$ cat config.mk
export PLATFORM = sky130hd
export DESIGN_NAME = irq_status_unit
export DESIGN_NICKNAME = d
export VERILOG_FILES = /design/src/rtl/irqsu_pkg.sv /design/src/rtl/irqsu_ctrl.sv /design/src/rtl/irqsu_flags.sv /design/src/rtl/irqsu_rdata.sv /design/src/rtl/irq_status_unit.sv
export SDC_FILE = /design/constraint.sdc
export NUM_CORES = 1
export LEC_CHECK = 0
export ABC_AREA = 1
export BUFFER_PORTS_ARGS = -buffer_cell sky130_fd_sc_hd__buf_2
export CAP_MARGIN = 20
export CORE_MARGIN = 3
export CORE_UTILIZATION = 40
export CTS_CLUSTER_SIZE = 24
export DETAILED_ROUTE_END_ITERATION = 7
export PLACE_DENSITY = 0.73
export SETUP_SLACK_MARGIN = 0.2
export SLEW_MARGIN = 20
export SYNTH_ARGS = -nofsm -noshare
export SYNTH_HDL_FRONTEND = slang
export SYNTH_SLANG_ARGS = --single-unit
$ cat constraint.sdc
create_clock -name clk -period 1.1 [get_ports clk]
set_clock_uncertainty 0.2 [all_clocks]
set_input_delay 0 -clock clk [delete_from_list [all_inputs] [get_ports clk]]
set_output_delay 0 -clock clk [all_outputs]
set_load 0.02 [all_outputs]
$ cat src/rtl/irqsu_pkg.sv
package irqsu_pkg;
  localparam int DATA_W  = 8;
  localparam int NUM_SRC = 3;   // update, alarm, periodic
  localparam int SRC_LSB = 4;   // flag i and enable i both sit at bit SRC_LSB+i
  localparam int UPD_IDX = 0;   // update-ended source index
  localparam int INH_BIT = 7;   // update inhibit in the control byte
  localparam int SUM_BIT = 7;   // summary bit in the status byte
  localparam int VLD_BIT = 7;   // supply-good bit in the integrity byte
  localparam int CLR_LO  = 3;   // control bits cleared by reset
  localparam int CLR_HI  = 6;
  typedef logic [DATA_W-1:0] byte_t;
endpackage

$ cat src/rtl/irqsu_ctrl.sv
module irqsu_ctrl
  import irqsu_pkg::*;
(
  input  logic               clk,
  input  logic               rst,
  input  logic               wr_hit,
  input  byte_t              wdata,
  output byte_t              ctrl_q,
  output logic [NUM_SRC-1:0] en_nxt
);
  byte_t nxt;

  always_comb begin
    nxt = ctrl_q;
    if (wr_hit) nxt = wdata;
    if (nxt[INH_BIT]) nxt[SRC_LSB+UPD_IDX] = 1'b0;
  end

  // Reset touches only the enable and output-enable field; mode bits persist.
  always_ff @(posedge clk) begin
    if (rst) ctrl_q[CLR_HI:CLR_LO] <= '0;
    else     ctrl_q <= nxt;
  end

  assign en_nxt = rst ? '0 : nxt[SRC_LSB +: NUM_SRC];
endmodule

$ cat src/rtl/irqsu_flags.sv
module irqsu_flags
  import irqsu_pkg::*;
(
  input  logic               clk,
  input  logic               rst,
  input  logic [NUM_SRC-1:0] evt,
  input  logic               clr,
  input  logic [NUM_SRC-1:0] en_nxt,
  output logic [NUM_SRC-1:0] flags_q,
  output logic               sum_q
);
  logic [NUM_SRC-1:0] flag_nxt;

  // A same-cycle event outranks the clearing read so it is never dropped.
  for (genvar i = 0; i < NUM_SRC; i++) begin : g_flag
    assign flag_nxt[i] = evt[i] | (flags_q[i] & ~clr);
  end

  always_ff @(posedge clk) begin
    if (rst) begin
      flags_q <= '0;
      sum_q   <= 1'b0;
    end else begin
      flags_q <= flag_nxt;
      sum_q   <= (sum_q & ~clr) | (|(flag_nxt & en_nxt));
    end
  end
endmodule

$ cat src/rtl/irqsu_rdata.sv
module irqsu_rdata
  import irqsu_pkg::*;
(
  input  logic               clk,
  input  logic               rst,
  input  logic               rd,
  input  logic               sel_ctrl,
  input  logic               sel_stat,
  input  logic               sel_integ,
  input  byte_t              ctrl_q,
  input  logic [NUM_SRC-1:0] flags_q,
  input  logic               sum_q,
  input  logic               batt_ok,
  output byte_t              rd_data
);
  byte_t stat_b, integ_b, mux_b;

  always_comb begin
    stat_b = '0;
    stat_b[SUM_BIT] = sum_q;
    stat_b[SRC_LSB +: NUM_SRC] = flags_q;
    integ_b = '0;
    integ_b[VLD_BIT] = batt_ok;
    mux_b = '0;
    if (sel_ctrl)  mux_b = ctrl_q;
    if (sel_stat)  mux_b = stat_b;
    if (sel_integ) mux_b = integ_b;
  end

  always_ff @(posedge clk) begin
    if (rst)     rd_data <= '0;
    else if (rd) rd_data <= mux_b;
  end
endmodule

$ cat src/rtl/irq_status_unit.sv
module irq_status_unit
  import irqsu_pkg::*;
#(
  parameter int ADDR_W     = 7,
  parameter int CTRL_ADDR  = 11,
  parameter int STAT_ADDR  = 12,
  parameter int INTEG_ADDR = 13
) (
  input  logic               clk,
  input  logic               rst,
  input  logic [NUM_SRC-1:0] evt_in,
  input  logic [ADDR_W-1:0]  bus_addr,
  input  logic               bus_wr,
  input  logic               bus_rd,
  input  logic [DATA_W-1:0]  bus_wdata,
  input  logic               batt_ok,
  output logic [DATA_W-1:0]  rd_data,
  output logic [DATA_W-1:0]  ctrl_q,
  output logic               irq_n,
  output logic               irq_released
);
  localparam logic [ADDR_W-1:0] A_CTRL  = ADDR_W'(CTRL_ADDR);
  localparam logic [ADDR_W-1:0] A_STAT  = ADDR_W'(STAT_ADDR);
  localparam logic [ADDR_W-1:0] A_INTEG = ADDR_W'(INTEG_ADDR);

  logic sel_ctrl, sel_stat, sel_integ, stat_clr, sum_q;
  logic [NUM_SRC-1:0] en_nxt, flags_q;

  assign sel_ctrl  = (bus_addr == A_CTRL);
  assign sel_stat  = (bus_addr == A_STAT);
  assign sel_integ = (bus_addr == A_INTEG);
  assign stat_clr  = bus_rd & sel_stat;

  irqsu_ctrl u_ctrl (
    .clk(clk), .rst(rst), .wr_hit(bus_wr & sel_ctrl), .wdata(bus_wdata),
    .ctrl_q(ctrl_q), .en_nxt(en_nxt)
  );

  irqsu_flags u_flags (
    .clk(clk), .rst(rst), .evt(evt_in), .clr(stat_clr), .en_nxt(en_nxt),
    .flags_q(flags_q), .sum_q(sum_q)
  );

  irqsu_rdata u_rdata (
    .clk(clk), .rst(rst), .rd(bus_rd), .sel_ctrl(sel_ctrl), .sel_stat(sel_stat),
    .sel_integ(sel_integ), .ctrl_q(ctrl_q), .flags_q(flags_q), .sum_q(sum_q),
    .batt_ok(batt_ok), .rd_data(rd_data)
  );

  assign irq_n        = ~sum_q;
  assign irq_released = ~sum_q;
endmodule

== After elaboration in Yosys (flattened, before gate mapping) ==
Cells that the tools add are included.
Operators by class
  equality and inequality tests: 3
  muxes and demuxes: 6
  bitwise gates (word level): 14
  reductions and logical operators: 2
Operator list (count)
  2-to-1 mux 8 bit: 4
  equality test 7 x 4 -> 1 bit (second input constant): 3
  AND 1 bit: 6
  OR 1 bit: 4
  AND 3 bit: 1
  2-to-1 mux 3 bit: 1
  inverter 1 bit: 3
  OR reduction 3 bit: 1
  AND reduction 2 bit: 1
  2-to-1 mux 1 bit: 1
Storage, ports and cells
  flip-flop bits (word level): 20
  input bits: 23
  word-level logic and storage cells: 32

== Longest topological paths before layout ==
  depth after elaboration: 8
  depth in mapped cells: 10
  mapped depth without buffers: 10

== Modules after synthesis ==
Synthesis repeated with hierarchy kept, for this count alone.
Unflattened totals
  cells, all modules: 135
  area, all modules: 930.9 um^2
Modules (own cells, without submodules)
  irqsu_rdata: times used 1, cells an instance 52, area an instance 357.8 um^2, sequential area each 160.2 um^2
  irqsu_ctrl: times used 1, cells an instance 33, area an instance 306.5 um^2, sequential area each 200.2 um^2
  irqsu_flags: times used 1, cells an instance 25, area an instance 162.7 um^2, sequential area each 80.1 um^2
  irq_status_unit: times used 1, cells an instance 25, area an instance 103.8 um^2, sequential area each 0.0 um^2

== Least setup slack after synthesis ==
OpenSTA, ideal clock, no wires.
  path type: register to register
  start: reg u_ctrl.ctrl_q[7]
  end: reg u_flags.sum_q
  library setup time: 58 ps
  arrival: 920 ps
  required time: 842 ps
  slack: -78 ps
  cell stages (with the launch flop): 8
  buffers on the path: 0
  clock period less this slack: 1178 ps
  path through: edfxtp_1 inv_1 nand2_1 nand2_1 nand3_1 nor2_1 nor2_1 nand2_1
Between the ends
  cells in the longest elaborated chain, start to end: 6
Ends and longest elaborated chain
  from (decl): RTL line irqsu_ctrl.sv:8  | output byte_t ctrl_q,
  from (signal assigned): RTL line irqsu_ctrl.sv:22  | else ctrl_q <= nxt;
  2-to-1 mux 8 bit: RTL line irqsu_ctrl.sv:15  | if (wr_hit) nxt = wdata;
  2-to-1 mux 1 bit: RTL line irqsu_ctrl.sv:16  | if (nxt[INH_BIT]) nxt[SRC_LSB+UPD_IDX] = 1'b0;
  2-to-1 mux 3 bit: RTL line irqsu_ctrl.sv:25  | assign en_nxt = rst ? '0 : nxt[SRC_LSB +: NUM_SRC];
  AND 3 bit: RTL line irqsu_flags.sv:25  | sum_q <= (sum_q & ~clr) | (|(flag_nxt & en_nxt));
  OR reduction 3 bit: RTL line irqsu_flags.sv:25
  OR 1 bit: RTL line irqsu_flags.sv:25
  to (signal assigned): RTL line irqsu_flags.sv:25
  to (decl): RTL line irqsu_flags.sv:10  | output logic sum_q
Every way passes these cells.
A chain may end at the register's enable or synchronous reset.

== Worst setup path after layout ==
Ends and elaborated chain as after synthesis.

==> reports/metrics.cfg <==
[synth]
netlist_area_sq_um=898
syn-instance-count=122
synth_seq_area_share=0.490
ys_ff_latch=20
ys_warn_count=0
syn_area_per_cell_sq_um=7.36
yosysUniqueCellTypes=17
synth_top_area_frac=0.357
synthesis.nets=145
synth_top_area_cell=dfxtp_1
synth_area_leaders=dfxtp_1, nand2_1, edfxtp_1

[clocking]
cts_hold_buf=6
clkSinkCount=20
clockRootBuffer=clkbuf_4
cts_tree=yes
numCtsBuffers=3
htreeDepth=1
clk_path_buf_depth=2
cts.clk_slew.worst_paths_ps=130
clock_latency_ps=300

[power]
leakage_nw=0.800
finalPower_w=0.00138
irDropWorstVdd_uv=633
powerDensity_mw_per_mm2=796
swShare=0.270
p_int_w=0.00100
power_switching_w=0.000371
p_clk_frac=0.274
power_frac_seq=0.561
p_comb_frac=0.166

[route]
post_drt_wl_per_cell_microns=15.9
vias_per_cell=5.10
post-route-drc-count=0
ant_nets=0
drtPass1Iterations=4
wl_microns=3540
detail_route.iter0.violations=34
vias=1138

[setup_path]
cp.required_ps=1160
r2r-end=u_flags.sum_q
rr_worst_depth=7
cp_max_fo=2
rrSetupSlack_ps=-110
start_kind=flop
critPathArrivalTime_ps=1270
crit_type=flop to flop
worstSetupEndpointType=flop
r2r-start=u_ctrl.ctrl_q[7]

[final_layout]
final_core_util=0.846
filler_cell_count=111
final_common_cell=nand2_1
layout-drive-gt1-share=0.597
diodes=0
area_growth_pct=92.3
final_cell_mix=nand2_1, buf_6, buf_2
finalNetCount=220

[timing]
finalSetupViolCount=9
hold_viol=17
min_period_ps=1210
fmax_ghz=0.827
slew_viol_final=0
fin_crit_sh=1.10
whs_ps=-212
rsz0062_at_grt=true
final.setup.worst_slack_ps=-109
slew_headroom=0.840
tightestPinTransition_ps=239

[floorplanning]
die_w_microns=53.4
rows=16
die_h_microns=53.4
io_pins=41
core_region_area_sq_mm=0.00204
start_util=0.440
dieArea_sq_mm=0.00285

[global_routing]
grt_max_degree=12
overflow=0
grt_pass1_vias=1074
grt.total_usage=0.232
antenna_found_initial=0
grt_pass1_wl_microns=4790

[placed_design]
hpwl_microns=1840
port_buffers=40
globalplace.congestion=0.812
post-place-ws_ps=-265

[status]
violations=negative hold slack, negative setup slack
status=finished, violations left

[run]
cap_violations=0

[min_path]
min_path_type=input pin to flop
min_to=u_ctrl.ctrl_q[3]
worstHoldPathCells=2
hold_start=rst

[sequential cells by signal, indices dropped and copies added (netlist names)]
register         cells
u_ctrl.ctrl_q        8
u_flags.flags_q      3
u_flags.sum_q        1
u_rdata.rd_data      8
[Yosys cell counts]
cell and n:
dfxtp_1 16, clkbuf_1 1, edfxtp_1 4, nand3_1 8, buf_4 1, nand2_1 41
nand3_2 1, inv_1 17, nor3_4 1, nor2_1 11, and2_1 1, o21ai_0 2
nor2_2 1, nand4_1 3, a21oi_1 12, clkbuf_8 1, or2_0 1
[how the worst max path moves through the flow]
stage / cells after the start / end / startpoint
after floorplan: 7 / u_flags.sum_q / u_ctrl.ctrl_q[7]
after global placement: 8 / u_flags.sum_q / bus_addr[6]
after detailed placement: 8 / u_flags.sum_q / bus_addr[6]
after CTS: 2 / ctrl_q[7] / u_ctrl.ctrl_q[7]
after global routing: 7 / u_flags.sum_q / u_ctrl.ctrl_q[7]
final: 7 / u_flags.sum_q / u_ctrl.ctrl_q[7]
[final cells by class]
class                      count  area (sq um)  area share
inverter                      17          68.8      0.0398
tap                           27          33.8      0.0196
clock buffer                   3          22.5      0.0130
multi-input combinational     82           522       0.302
timing repair buffer          73           617       0.357
sequential                    20           460       0.266
clock inverter                 1          3.75     0.00217
[cell families (layout without fill, tap and decap cells)]
group | after synthesis | after routing | share of synthesized area
and+or+nand+nor | 68 | 68 | 0.333
DFF | 20 | 20 | 0.490
AOI/OAI and AO/OA | 14 | 14 | 0.0780
buffers and inverters | 20 | 94 | 0.0989
[stage by stage]
step | hold slack [ps] | cells | TNS [ps] | area, sq um
floorplan | -131 | 122 | -152 | 916
global placement | -22.2 | 200 | -2710 | 1230
detailed placement | -20.9 | 200 | -3090 | 1230
CTS | -224 | 215 | -253 | 1550
global route | -218 | 223 | -679 | 1730
finish | -212 | 223 | -357 | 1730
[power groups by stage]
stage	Sequential, W	Combinational (W)	Clock, W
2_1_floorplan	0.000788	0.0000552	0
3_3_place_gp	0.000783	0.000143	0
3_5_place_dp	0.000784	0.000147	0
4_1_cts	0.000770	0.000185	0.000355
5_1_grt	0.000773	0.000241	0.000415
6_report	0.000771	0.000228	0.000377
[worst max-delay path: stages (launching register included)]
cell      delay (ps)
edfxtp_1         430
inv_2             90
nand2_2           50
nand2_2           70
nand3_2           90
nor2_2           120
nor2_1            50
nand2_1           60
[timing repair]
action | CTS | global route
hold endpoints to repair | 23 | 18
resized for setup | 63 | 34
endpoints found under the setup margin | 36 | 37
pin swaps | 10 | 15
setup buffers | 5 | 8
[layer usage]
metal / wire [microns] / track usage
met1: 1380 / 0.258
met2: 1950 / 0.433
met3: 168 / 0.0310
met4: 46 / 0.0936
met5: 0 / 0
(Power assumes the default switching activity.)
